`src/rtl/burst_seq_pkg.sv`:
```
package burst_seq_pkg;

  typedef enum logic [1:0] {
    TR_IDLE = 2'b00,
    TR_BUSY = 2'b01,
    TR_NSEQ = 2'b10,
    TR_SEQ  = 2'b11
  } trans_e;

  // beat-count code to number of beats
  function automatic logic [4:0] beats_of(input logic [1:0] len_code);
    case (len_code)
      2'd0:    beats_of = 5'd1;
      2'd1:    beats_of = 5'd4;
      2'd2:    beats_of = 5'd8;
      default: beats_of = 5'd16;
    endcase
  endfunction

  // size code to log2 of bytes; the reserved code behaves as a word
  function automatic logic [1:0] shift_of(input logic [1:0] size_code);
    shift_of = (size_code == 2'd3) ? 2'd2 : size_code;
  endfunction

endpackage

```
`src/rtl/burst_addr_next.sv`:
```
module burst_addr_next #(
  parameter int AW = 32
) (
  input  logic [AW-1:0] cur,
  input  logic [1:0]    shamt,
  input  logic [AW-1:0] win_mask,
  input  logic          wrap_en,
  output logic [AW-1:0] nxt
);
  logic [AW-1:0] step;
  logic [AW-1:0] bumped;

  always_comb begin
    step   = AW'(1) << shamt;
    bumped = cur + step;
    if (wrap_en) nxt = (cur & ~win_mask) | (bumped & win_mask);
    else         nxt = bumped;
  end
endmodule

```
`src/rtl/burst_beat_count.sv`:
```
module burst_beat_count #(
  parameter int CW = 5
) (
  input  logic          clk,
  input  logic          rst,
  input  logic          load,
  input  logic [CW-1:0] load_val,
  input  logic          dec,
  output logic          last
);
  logic [CW-1:0] left_q;

  always_ff @(posedge clk) begin
    if (rst)       left_q <= '0;
    else if (load) left_q <= load_val;
    else if (dec)  left_q <= left_q - CW'(1);
  end

  assign last = (left_q == '0);
endmodule

```
`src/rtl/burst_seq.sv`:
```
module burst_seq #(
  parameter int AW        = 32,
  parameter int MAX_BEATS = 16
) (
  input  logic          clk,
  input  logic          rst,
  input  logic          cmd_valid,
  output logic          cmd_ready,
  input  logic [AW-1:0] cmd_addr,
  input  logic [1:0]    cmd_len,
  input  logic          cmd_wrap,
  input  logic [1:0]    cmd_size,
  input  logic          local_stall,
  input  logic          bus_ready,
  output logic [AW-1:0] bus_addr,
  output logic [1:0]    bus_trans,
  output logic [1:0]    bus_size
);
  import burst_seq_pkg::*;

  localparam int CW = $clog2(MAX_BEATS) + 1;

  trans_e        trans_q;
  logic          active_q;
  logic [AW-1:0] addr_q;
  logic [AW-1:0] mask_q;
  logic [AW-1:0] addr_nxt;
  logic [1:0]    sh_q;
  logic [1:0]    size_q;
  logic          wrap_q;
  logic          on_last;

  logic take_cmd;
  logic beat_done;
  logic advance;
  logic busy_edge;

  assign take_cmd  = bus_ready & ~active_q & cmd_valid;
  assign beat_done = bus_ready & active_q &
                     ((trans_q == TR_NSEQ) | (trans_q == TR_SEQ));
  assign advance   = beat_done & ~on_last;
  assign busy_edge = bus_ready & active_q & (trans_q == TR_BUSY);

  burst_beat_count #(.CW(CW)) cnt_i (
    .clk      (clk),
    .rst      (rst),
    .load     (take_cmd),
    .load_val (CW'(beats_of(cmd_len)) - CW'(1)),
    .dec      (advance),
    .last     (on_last)
  );

  burst_addr_next #(.AW(AW)) nxt_i (
    .cur      (addr_q),
    .shamt    (sh_q),
    .win_mask (mask_q),
    .wrap_en  (wrap_q),
    .nxt      (addr_nxt)
  );

  always_ff @(posedge clk) begin
    if (rst) begin
      active_q <= 1'b0;
      trans_q  <= TR_IDLE;
      addr_q   <= '0;
      mask_q   <= '0;
      sh_q     <= 2'd0;
      size_q   <= 2'd0;
      wrap_q   <= 1'b0;
    end else if (take_cmd) begin
      active_q <= 1'b1;
      trans_q  <= TR_NSEQ;
      addr_q   <= cmd_addr;
      size_q   <= cmd_size;
      sh_q     <= shift_of(cmd_size);
      wrap_q   <= cmd_wrap;
      mask_q   <= (AW'(beats_of(cmd_len)) << shift_of(cmd_size)) - AW'(1);
    end else if (beat_done) begin
      if (on_last) begin
        active_q <= 1'b0;
        trans_q  <= TR_IDLE;
      end else begin
        addr_q  <= addr_nxt;
        trans_q <= local_stall ? TR_BUSY : TR_SEQ;
      end
    end else if (busy_edge) begin
      trans_q <= local_stall ? TR_BUSY : TR_SEQ;
    end
  end

  assign cmd_ready = ~active_q;
  assign bus_addr  = addr_q;
  assign bus_trans = trans_q;
  assign bus_size  = size_q;
endmodule

```
`config.mk`:
```
export PLATFORM = sky130hd
export DESIGN_NAME = burst_seq
export DESIGN_NICKNAME = d
export VERILOG_FILES = /design/src/rtl/burst_seq_pkg.sv /design/src/rtl/burst_addr_next.sv /design/src/rtl/burst_beat_count.sv /design/src/rtl/burst_seq.sv
export SDC_FILE = /design/constraint.sdc
export NUM_CORES = 1
export LEC_CHECK = 0
export BUFFER_PORTS_ARGS = -buffer_cell sky130_fd_sc_hd__buf_2
export CORE_ASPECT_RATIO = 1.1
export CORE_UTILIZATION = 59
export DETAILED_ROUTE_END_ITERATION = 8
export PLACE_DENSITY = 0.86
export SLEW_MARGIN = 15
export SYNTH_ARGS = -nofsm -noshare
export SYNTH_HDL_FRONTEND = slang
export SYNTH_SLANG_ARGS = --single-unit
```
`constraint.sdc`:
```
create_clock -name clk -period 4.58 [get_ports clk]
set_input_delay 1.374 -clock clk [delete_from_list [all_inputs] [get_ports clk]]
set_output_delay 1.374 -clock clk [all_outputs]
set_load 0.01 [all_outputs]
```
# ---- Yosys cells after proc, flatten, opt, wreduce, memory -nomap -nowiden
# Index checks and enable logic that the tools add are counted.
dict set report op_classes {
  mux 18
  reduce_logical 10
  n_addsub 4
  bitwise_logic 13
  eq_ne 7
  shift 2
}
# cell count
set ops {}
lappend ops {{$mux 32} 4}
lappend ops {{$and 32x32->32} 2}
lappend ops {{$add 32x32->32} 1}
lappend ops {{$not 32->32} 1}
lappend ops {{$or 32x32->32} 1}
lappend ops {{$shl 1x2->32 const A} 1}
lappend ops {{$shl 5x2->32} 1}
lappend ops {{$sub 32x1->32 const B} 1}
lappend ops {{$mux 5} 4}
lappend ops {{$pmux 5 s3} 1}
lappend ops {{$mux 2} 6}
lappend ops {{$sub 5x1->5 const B} 2}
lappend ops {{$eq 2x2->1 const B} 4}
lappend ops {{$reduce_bool 2->1} 4}
lappend ops {{$and 1x1->1} 6}
lappend ops {{$logic_not 5->1} 1}
lappend ops {{$eq 2x1->1 const B} 2}
lappend ops {{$reduce_and 2->1} 2}
lappend ops {{$mux 1} 3}
lappend ops {{$reduce_bool 3->1} 1}
lappend ops {{$logic_not 2->1} 1}
lappend ops {{$ne 2x1->1 const B} 1}
lappend ops {{$not 1->1} 2}
lappend ops {{$reduce_or 2->1} 1}
lappend ops {{$or 1x1->1} 1}
dict set report totals {
  inputBits 42
  wordCells 63
  register_bits 77
  output_inout_bits 37
}

# ---- Longest topological paths before layout
# Gate-level depths: netlist (run 1).
dict set report depth {
  word_depth 8
  depth_mapped 9
}

# ---- By module
# From an unflattened synthesis (run 1), not the netlist that was laid out.
dict set report hier_totals {
  cells_unflattened 472
  area_unflattened_um2 3851.2
}
# mod cells_per_inst area_each_um2 instances
set by_module_without_submodules {}
lappend by_module_without_submodules {burst_seq 304 2558.7 1}
lappend by_module_without_submodules {burst_addr_next 136 1011.0 1}
lappend by_module_without_submodules {burst_beat_count 32 281.5 1}

# ---- Worst setup path before layout (run 1)
# Ideal clock, no wire load.
dict set report synth_timing {
  kind {input to register}
  start {in cmd_size[1]}
  end {reg mask_q[4]}
  path_buffers 2
  path_stages 9
  setup_ns 0.137
  t_arrival_ns 2.920
  path_slack_ns 1.523
  cell_sequence {clkbuf_1 nor3_1 nand2b_1 ha_1 clkbuf_1 nand3_1 o31ai_1 a222oi_1 a211oi_1}
}
dict set report synth_between {
  elab_chain_len 4
}
# element line
set synth_lines {}
lappend synth_lines {{start, declared} burst_seq.sv:12} ;# input logic [1:0] cmd_size,
lappend synth_lines {{$eq 2x2->1} burst_seq_pkg.sv:22} ;# shift_of = (size_code == 2'd3) ? 2'd2 : size_code;
lappend synth_lines {{$mux 2 (*)} burst_seq_pkg.sv:22}
lappend synth_lines {{$shl 5x2->32 (*)} burst_seq.sv:77} ;# mask_q <= (AW'(beats_of(cmd_len)) << shift_of(cmd_size)) - AW'(1);
lappend synth_lines {{$sub 32x1->32 (*)} burst_seq.sv:77}
lappend synth_lines {{end signal, assigned} burst_seq.sv:77}
lappend synth_lines {{end, declared} burst_seq.sv:26} ;# logic [AW-1:0] mask_q;
# Every way passes the cells marked *; elsewhere a longest branch is shown, timed or not.
# A chain may end at the register's enable or synchronous reset.

==> run metrics, run 1 <==
CTS Buf Count 9; FF+latch area 1201 µm²; CORE AREA 5806 µm²; Fin Setup TNS 0 ns; Sw Ratio 27.95%; htree depth 3; Post-Place Cells 576; share of cells above drive strength 1 21.75%; TritonCTS sink count 60; Psw 0.3873 mW; GRT met2 Usage 54.30%; CP Launch Type primary input; Post-CTS Hold Fix Bufs 0; Max clock buf depth 2; status complete, no violations; Synth Flop Type dfxtp_1; HPWL Detailed 6.754 mm; GRT Max-Usage Layer met2; RSZ-0062 raised after global routing false; Required @ worst endpoint 4.85 ns; Final Hold Viols 0; antenna violations before repair 0; worst path cell trace buf_2, and3b_2, nor2_1, nand4b_1, or3_1, o211ai_1; DRT Wirelength 9.872 mm; fin crit share 62.47%; Final Max Tran Viols 0; kind of cell adding the most delay to the critical path simple AND/OR/NAND/NOR gates; die width 76.31 µm; synth unique cells 68; non-filler cells in the finished layout 592; asr flop ratio synth 0%; Leak 1.655 nW; Synth Register Bits 60; CTS tree built; grt total ovfl 0; # rows 29; # DRC 0; # port buffers 78; Die H 83.74 µm; power share of the clock group 40.9%; most frequent cells in the layout 78 x buf_2, 60 x dfxtp_1, 54 x nand2_1; Net Count, Synth 500; n_diodes 0; Internal 0.9987 mW; number of fill cells in the layout 449; Synth warnings 0; GR met3 Demand/Resource 4.153%; part of the power in registers 43.2%; Slew headroom 41.67%; hold crit path type flop to flop; All-Layer GR Usage 31.92%; peak supply drop 0.1955 mV; io pins 79; PwrDens 331.0 nW/µm²; critical path class primary input to flop; CTS clk-pin slew, worst paths 0.07 ns; leading cell type in the layout, fill and taps excluded buf_2; top cell type's share of synthesized area 33.52%; Area growth syn-to-layout 16.86%; starting density of the core 61.72%; Nets 560; drt first-iter violations 293; fin crit period 2.861 ns; critical path capture point type flop; RePlAce Congestion 0.8593; Clock Root Buffer clkbuf_8; CP max-delay cell nor2_1; DIE AREA 6389 µm²; post-synth top area cell dfxtp_1; Critical Path Max Stage Delay 0.71 ns; GR Util met1 38.47%; CP max FO 20; routed via count 3707; first-pass detailed-route iteration total 5; register area share after synthesis 33.52%; postcts setup bufs 0; clk_skew 0.009546 ns; Mapped Area 3583 µm²; vias in the first global route 3356; number of routed nets with antenna violations 0; first-pass GRT wire length 16.14 mm; setup violators final 0; Post-synth EDFFs 0; Worst Path Buf+Inv 1; Routed WL per cell 16.68 µm; largest net degree at the start of global routing 60; clk_lat worst skew 0.35 ns; Critical Path AT 3.13 ns; Worst Tran Pin Value 0.8718 ns; multi-input logic area 2208 µm²; # resized after CTS 0; post-synthesis instance total 450; max-cap viol count 0; Max Fclk 349.5 MHz; Power, Total 1.386 mW; combinational share of power 15.9%; Synth Area per Inst 7.963 µm²; vias per inst 6.262; Synth area leaders dfxtp_1 34%, nand2_1 5.7%, nor2_1 4.5%, a211oi_1 4.4%, a21oi_1 4.3%
==> kinds of logic (layout without fill, tap and decap cells) <==
group	count (synthesis)	in the layout	synth area share, %
simple gates	197	197	27.72
mux	7	7	1.990
fa+ha+maj	8	8	3.003
compound gates	116	116	23.78
other cells	2	2	0.2096
xor+xnor	20	20	4.888
buf+inv	40	105	4.888
flops	60	60	33.52
==> stage by stage <==
stage / utilization (%) / setup slack, ns / hold slack (ns) / instance area, µm²
after detailed placement: 68.08 / 1.397 / 0.4427 / 3953
after floorplan: - / 1.523 / 0.4204 / 3583
final: 72.13 / 1.719 / 0.4694 / 4188
after CTS: 72.13 / 1.741 / 0.4625 / 4188
after global placement: 68.08 / 1.483 / 0.4325 / 3953
after global routing: 72.13 / 1.491 / 0.4860 / 4188
==> cell usage after synthesis (all sizes together), types with 4 or more instances <==
library cell  count
a211oi           22
buf              11
o21ai            11
nand4            10
o22ai             5
o21a              4
inv               7
mux2i             6
nor2             43
or3               4
o211ai            7
a21oi            31
dfxtp            60
xor2              7
nor4             15
and4              5
nand3b            4
nor3             18
ha                7
clkbuf           22
nand2b            8
nor3b             4
xnor2            13
and2              5
nand2            54
nand3            13
and3              4
==> cell type report <==
cell class                 count  share of cell area (%)
timing repair buffer          82                   10.04
multi-input combinational    350                   52.73
clock inverter                 4                   1.673
inverter                       7                  0.6274
tap                           77                   2.301
clock buffer                  12                   3.944
sequential                    60                   28.68
==> path summary, 6_finish.rpt <==
path	from	end	slack (ns)	depth (start not counted)
setup / recovery	bus_ready	flop	1.72	6
hold reg to reg	mask_q[27]	mask_q[27]	0.47	1
setup reg to reg	sh_q[1]	flop	2.07	8
hold / removal	mask_q[27]	mask_q[27]	0.47	1
==> per-layer routing <==
| layer | wire length, µm | share of wire (%) | vias to the layer above |
|---|---|---|---|
| met3 | 535 | 5.4 | 30 |
| met2 | 4795 | 49 | 167 |
| li1 | - | - | 1779 |
| met5 | 0 | 0 | - |
| met1 | 4231 | 43 | 1731 |
| met4 | 309 | 3.1 | 0 |
==> power by group through the flow <==
stage          combinational (mW)  clock (mW)  sequential [mW]
3_3_place_gp                0.210           0            0.607
4_1_cts                     0.219       0.568            0.597
3_5_place_dp                0.217           0            0.609
2_1_floorplan               0.144           0            0.608
5_1_grt                     0.243       0.588            0.603
6_report                    0.220       0.567            0.599
==> worst register-to-register path, cell delays in order (launching register included) <==
cell and delay (ns):
dfxtp_1 0.40, nor2_1 0.07, ha_1 0.21, fa_1 0.44, a211o_1 0.36, nand2_1 0.35
nor3_1 0.15, a211oi_1 0.30, o31a_1 0.17
No activity file was read; power rests on OpenSTA's default activity.
==> run 2, diff against run 1 <==
--- a/config.mk
+++ b/config.mk
@@ -7,9 +7,9 @@
 export LEC_CHECK = 0
 export BUFFER_PORTS_ARGS = -buffer_cell sky130_fd_sc_hd__buf_2
 export CORE_ASPECT_RATIO = 1.1
-export CORE_UTILIZATION = 59
+export CORE_UTILIZATION = 50
 export DETAILED_ROUTE_END_ITERATION = 8
-export PLACE_DENSITY = 0.86
+export PLACE_DENSITY = 0.77
 export SLEW_MARGIN = 15
 export SYNTH_ARGS = -nofsm -noshare
 export SYNTH_HDL_FRONTEND = slang
==> constraint.sdc (replaced) <==
create_clock -name clk -period 2.6 [get_ports clk]
set_input_delay 0.78 -clock clk [delete_from_list [all_inputs] [get_ports clk]]
set_output_delay 0.78 -clock clk [all_outputs]
set_load 0.01 [all_outputs]
==> run metrics, run 2 (synthesis results as in run 1) <==
Internal 1.524 mW (was 0.9987 mW); fin crit share 93.73%; hold crit path type flop to flop (unchanged); grt total ovfl 0 (unchanged); most frequent cells in the layout 78 x buf_2, 60 x dfxtp_1, 54 x nand2_1 (unchanged); Area growth syn-to-layout 17.74% (was 16.86%); Sw Ratio 31.55% (was 27.95%); vias in the first global route 3342 (was 3356); CTS Buf Count 9 (unchanged); Critical Path AT 2.73 ns (was 3.13 ns); # DRC 0 (unchanged); Max clock buf depth 2 (unchanged); TritonCTS sink count 60 (unchanged); fin crit period 2.437 ns; # rows 32 (was 29); clk_skew 0.01217 ns (was 0.009546 ns); CP Launch Type flop (was primary input); number of routed nets with antenna violations 0 (unchanged); RePlAce Congestion 0.8577 (was 0.8593); Worst Tran Pin Value 0.5719 ns (was 0.8718 ns); post-route cell area 4219 µm² (was 4188 µm²); routed via count 3719 (was 3707); Clock Root Buffer clkbuf_8 (unchanged); CORE AREA 6967 µm² (was 5806 µm²); Required @ worst endpoint 2.89 ns (was 4.85 ns); max-cap viol count 0 (unchanged); power share of the clock group 34.6% (was 40.9%); clk_lat worst skew 0.35 ns (about the same); # port buffers 78 (unchanged); CTS clk-pin slew, worst paths 0.08 ns (was 0.07 ns); critical path capture point type flop (unchanged); combinational share of power 18.1% (was 15.9%); RSZ-0062 raised after global routing false (unchanged); Max Fclk 410.3 MHz; # resized after CTS 0 (unchanged); CTS tree built (unchanged); io pins 79 (unchanged); CP max FO 10 (was 20); postcts setup bufs 0 (unchanged); Psw 0.7024 mW (was 0.3873 mW); Final Max Tran Viols 0 (unchanged); status complete, no violations (unchanged); Leak 1.669 nW (was 1.655 nW); All-Layer GR Usage 28.01% (was 31.92%); n_diodes 0 (unchanged); PwrDens 527.8 nW/µm² (was 331.0 nW/µm²); largest net degree at the start of global routing 60 (unchanged); DRT Wirelength 10.00 mm (was 9.872 mm); share of cells above drive strength 1 23.09% (was 21.75%); worst slack, placed 0.1353 ns (was 1.397 ns); worst setup margin 0.1630 ns (was 1.719 ns); leading cell type in the layout, fill and taps excluded buf_2 (unchanged); Slew headroom 61.88% (was 41.67%); drt first-iter violations 315 (was 293); starting density of the core 51.44% (was 61.72%); setup violators final 0 (unchanged); critical path class flop to flop (was primary input to flop); first-pass GRT wire length 16.22 mm (was 16.14 mm); part of the power in registers 47.3% (was 43.2%); Nets 569 (was 560); first-pass detailed-route iteration total 6 (was 5); Final Hold Viols 0 (unchanged); Die H 90.79 µm (was 83.74 µm); vias per inst 6.107 (was 6.262); post-place instance area 4043 µm² (was 3953 µm²); Routed WL per cell 16.42 µm (was 16.68 µm); die width 82.72 µm (was 76.31 µm); peak supply drop 0.3567 mV (was 0.1955 mV); DIE AREA 7510 µm² (was 6389 µm²); Fin Setup TNS 0 ns (unchanged); Post-CTS Hold Fix Bufs 0 (unchanged); HPWL Detailed 7.068 mm (was 6.754 mm); htree depth 3 (unchanged); antenna violations before repair 0 (unchanged)
[run 2: changes by cell type in the layout (fill, tap and decap cells not counted), sizes merged]
cell	delta
buf	+9
bufinv	-2
clkbuf	-2
clkinvlp	+2
clkinv	+1
inv	+1
[run 2: power groups by stage]
stage,registers [mW],logic [mW],clock network [mW]
after CTS,1.05,0.404,0.775
after global routing,1.06,0.453,0.823
after global placement,1.07,0.391,0
after floorplan,1.07,0.253,0
final,1.05,0.404,0.771
after detailed placement,1.07,0.401,0
[run 2: layout make-up]
class | count | area, µm²
tap | 85 | 106.4
clock buffer | 10 | 137.6
sequential | 60 | 1201
inverter | 7 | 26.28
fill | 646 | 2748
clock inverter | 6 | 38.79
timing repair buffer | 91 | 500.5
multi-input combinational | 350 | 2208
[run 2: path summary, 6_finish.rpt]
| path | to | slack, ns | depth (start not counted) | startpoint |
|---|---|---|---|---|
| hold / removal | mask_q[29] | 0.46 | 1 | mask_q[29] |
| setup reg to reg | flop | 0.16 | 8 | sh_q[1] |
| setup / recovery | flop | 0.16 | 8 | sh_q[1] |
| hold reg to reg | mask_q[29] | 0.46 | 1 | mask_q[29] |
[run 2: worst max-delay path, stage by stage (launching register included)]
cell      delay (ns)
dfxtp_1         0.38
nor2_1          0.07
ha_1            0.21
fa_1            0.44
a211o_1         0.37
nand2_1         0.34
nor3_1          0.16
a211oi_1        0.26
o31a_1          0.16
[run 2: through the flow]
stage | hold WS, ns | instances | util [%] | power (mW)
after floorplan | 0.4204 | 450 | - | 1.324
after global routing | 0.4823 | 609 | 60.56 | 2.337
after detailed placement | 0.4400 | 593 | 58.03 | 1.472
after CTS | 0.4583 | 609 | 60.56 | 2.229
after global placement | 0.4337 | 593 | 58.03 | 1.459
final | 0.4572 | 609 | 60.56 | 2.227
[run 2: metal layers]
layer	vias up	share of wire, %	wire length, µm	GRT usage, %
met3	33	5.9	590	3.939
met1	1727	44	4373	37.72
li1	1798	-	-	-
met2	161	46	4643	42.08
met5	-	0	0	0
met4	0	3.9	395	15.52
==> run 3, diff against run 2 <==
--- a/config.mk
+++ b/config.mk
@@ -6,10 +6,12 @@
 export NUM_CORES = 1
 export LEC_CHECK = 0
 export BUFFER_PORTS_ARGS = -buffer_cell sky130_fd_sc_hd__buf_2
+export CELL_PAD_IN_SITES_DETAIL_PLACEMENT = 0
+export CELL_PAD_IN_SITES_GLOBAL_PLACEMENT = 2
 export CORE_ASPECT_RATIO = 1.1
-export CORE_UTILIZATION = 50
+export CORE_UTILIZATION = 28
 export DETAILED_ROUTE_END_ITERATION = 8
-export PLACE_DENSITY = 0.77
+export PLACE_DENSITY_LB_ADDON = 0.1
 export SLEW_MARGIN = 15
 export SYNTH_ARGS = -nofsm -noshare
 export SYNTH_HDL_FRONTEND = slang
==> run metrics, run 3 (synthesis results as in run 1) <==
status complete, no violations (unchanged); DR top layer met4 (unchanged); routed via count 3611 (was 3719); Slew headroom 65.47% (was 61.88%); share of cells above drive strength 1 23.63% (was 23.09%); worst path cell trace nor2_1, ha_1, fa_1, a211o_1, nand2_1, buf_12, nor4_1, xnor2_1, a211oi_1 (was nor2_1, ha_1, fa_1, a211o_1, nand2_1, nor3_1, a211oi_1, o31a_1); n_diodes 0 (unchanged); post-place instance area 4174 µm² (was 4043 µm²); setup violators final 0 (unchanged); drt first-iter violations 178 (was 315); vias per inst 5.287 (was 6.107); RSZ-0062 raised after global routing false (unchanged); Area growth syn-to-layout 24.06% (was 17.74%); Routed WL per cell 17.94 µm (was 16.42 µm); first-pass detailed-route iteration total 4 (was 6); Fin Setup TNS 0 ns (unchanged); htree depth 3 (unchanged); first-pass GRT wire length 19.19 mm (was 16.22 mm); Clock Root Buffer clkbuf_16 (was clkbuf_8); HPWL Detailed 9.063 mm (was 7.068 mm); io pins 79 (unchanged); antenna violations before repair 0 (unchanged); post-route cell area 4446 µm² (was 4219 µm²); All-Layer GR Usage 19.51% (was 28.01%); # DRC 0 (unchanged); Final Hold Viols 0 (unchanged); Critical Path AT 2.60 ns (was 2.73 ns); hold crit path type flop to flop (unchanged); fin crit share 90.58% (was 93.73%); CORE AREA 12240 µm² (was 6967 µm²); die width 109.9 µm (was 82.72 µm); CP max FO 8 (was 10); Required @ worst endpoint 2.85 ns (was 2.89 ns); non-filler cells in the finished layout 683 (was 609); DIE AREA 13260 µm² (was 7510 µm²); max-cap viol count 0 (unchanged); CP Launch Type flop (unchanged); CP max-delay cell fa_1 (unchanged); CTS tree built (unchanged); DRT Wirelength 12.25 mm (was 10.00 mm); critical path class flop to flop (unchanged); number of routed nets with antenna violations 0 (unchanged); Worst Tran Pin Value 0.5179 ns (was 0.5719 ns); leading cell type in the layout, fill and taps excluded buf_2 (unchanged); Die H 120.7 µm (was 90.79 µm); largest net degree at the start of global routing 33 (was 60); Max clock buf depth 2 (unchanged); Critical Path Max Stage Delay 0.43 ns (was 0.44 ns); Post-Place Cells 668 (was 593); clk_skew 0.009434 ns (was 0.01217 ns); PwrDens 583.6 nW/µm² (was 527.8 nW/µm²); peak supply drop 0.2900 mV (was 0.3567 mV); vias in the first global route 3502 (was 3342); Leak 1.748 nW (was 1.669 nW); CTS Buf Count 9 (unchanged); clk_lat worst skew 0.34 ns (was 0.35 ns); # rows 42 (was 32); Met3 Wirelength 476 µm (was 590 µm); critical path capture point type flop (unchanged); most frequent cells in the layout 78 x buf_2, 60 x dfxtp_1, 54 x nand2_1 (unchanged); WL met2 5.881 mm (was 4.643 mm); Final Max Tran Viols 0 (unchanged); fin crit period 2.355 ns (was 2.437 ns); TritonCTS sink count 60 (unchanged); CTS clk-pin slew, worst paths 0.06 ns (was 0.08 ns); Met1 Wirelength 5.797 mm (was 4.373 mm); # port buffers 78 (unchanged); RePlAce Congestion 0.7848 (was 0.8577); Max Fclk 424.6 MHz (was 410.3 MHz); starting density of the core 29.27% (was 51.44%); grt total ovfl 0 (unchanged); Nets 575 (was 569)
-- run 3: changes by cell type in the layout (fill, tap and decap cells not counted), sizes merged --
cell / before / now
buf: 91 / 97
clkbuf: 10 / 13
clkinvlp: 2 / 0
clkinv: 3 / 2
inv: 8 / 7
-- run 3: area by class of cell --
type	count	area (µm²)
clock buffers	13	260.3
clock inverters	2	10.01
fillers	1356	7799
inverters	7	26.28
multi-input cells	350	2210
flip-flops and latches	60	1201
well taps	154	192.7
repair buffers	97	545.5
-- run 3: power breakdown --
| group | switching [mW] | total [mW] | internal (mW) |
|---|---|---|---|
| Clock | 0.437 | 1.13 | 0.689 |
| Sequential | 0.0753 | 1.06 | 0.980 |
| Combinational | 0.235 | 0.413 | 0.178 |
| Total | 0.747 | 2.59 | 1.85 |
-- run 3: final timing paths --
check / slack (ns) / depth (start not counted) / from / endpoint
worst min-delay path: 0.45 / 1 / mask_q[29] / mask_q[29]
worst max register to register: 0.24 / 9 / sh_q[1] / flop
worst min register to register: 0.45 / 1 / mask_q[29] / mask_q[29]
worst max-delay path: 0.24 / 9 / sh_q[1] / flop
-- run 3: routing by layer --
| layer | vias up | global-route usage [%] |
|---|---|---|
| met5 | - | 0 |
| met4 | 0 | 7.250 |
| met3 | 7 | 3.396 |
| met2 | 81 | 31.95 |
| met1 | 1712 | 25.27 |
| li1 | 1811 | - |
-- run 3: worst max-delay path, delay by kind of cell (launching register included) --
kind / cells / cell delay, ns
AOI/OAI and AO/OA: 2 / 0.63
xor gates and xnor gates: 1 / 0.14
adders and majority gates: 2 / 0.64
buffers and inverters: 1 / 0.15
DFF: 1 / 0.38
and+or+nand+nor: 3 / 0.32
-- run 3: stage by stage --
| step | total power [mW] | worst slack, ns | utilization (%) | hold slack (ns) |
|---|---|---|---|---|
| final | 2.595 | 0.2450 | 36.31 | 0.4489 |
| after global routing | 2.713 | 0.07427 | 36.31 | 0.4773 |
| after CTS | 2.629 | 0.2246 | 36.30 | 0.4540 |
| after detailed placement | 1.492 | 0.1107 | 34.09 | 0.4388 |
| after global placement | 1.490 | 0.1482 | 34.09 | 0.4331 |
| after floorplan | 1.324 | 0.1367 | - | 0.4204 |
-- run 3: what timing repair did --
item,4_1_cts,5_1_grt
setup endpoints to repair,0,1
setup buffers,0,0
gates resized for setup,0,1
endpoints found under the hold margin,0,0
hold buffers,0,0
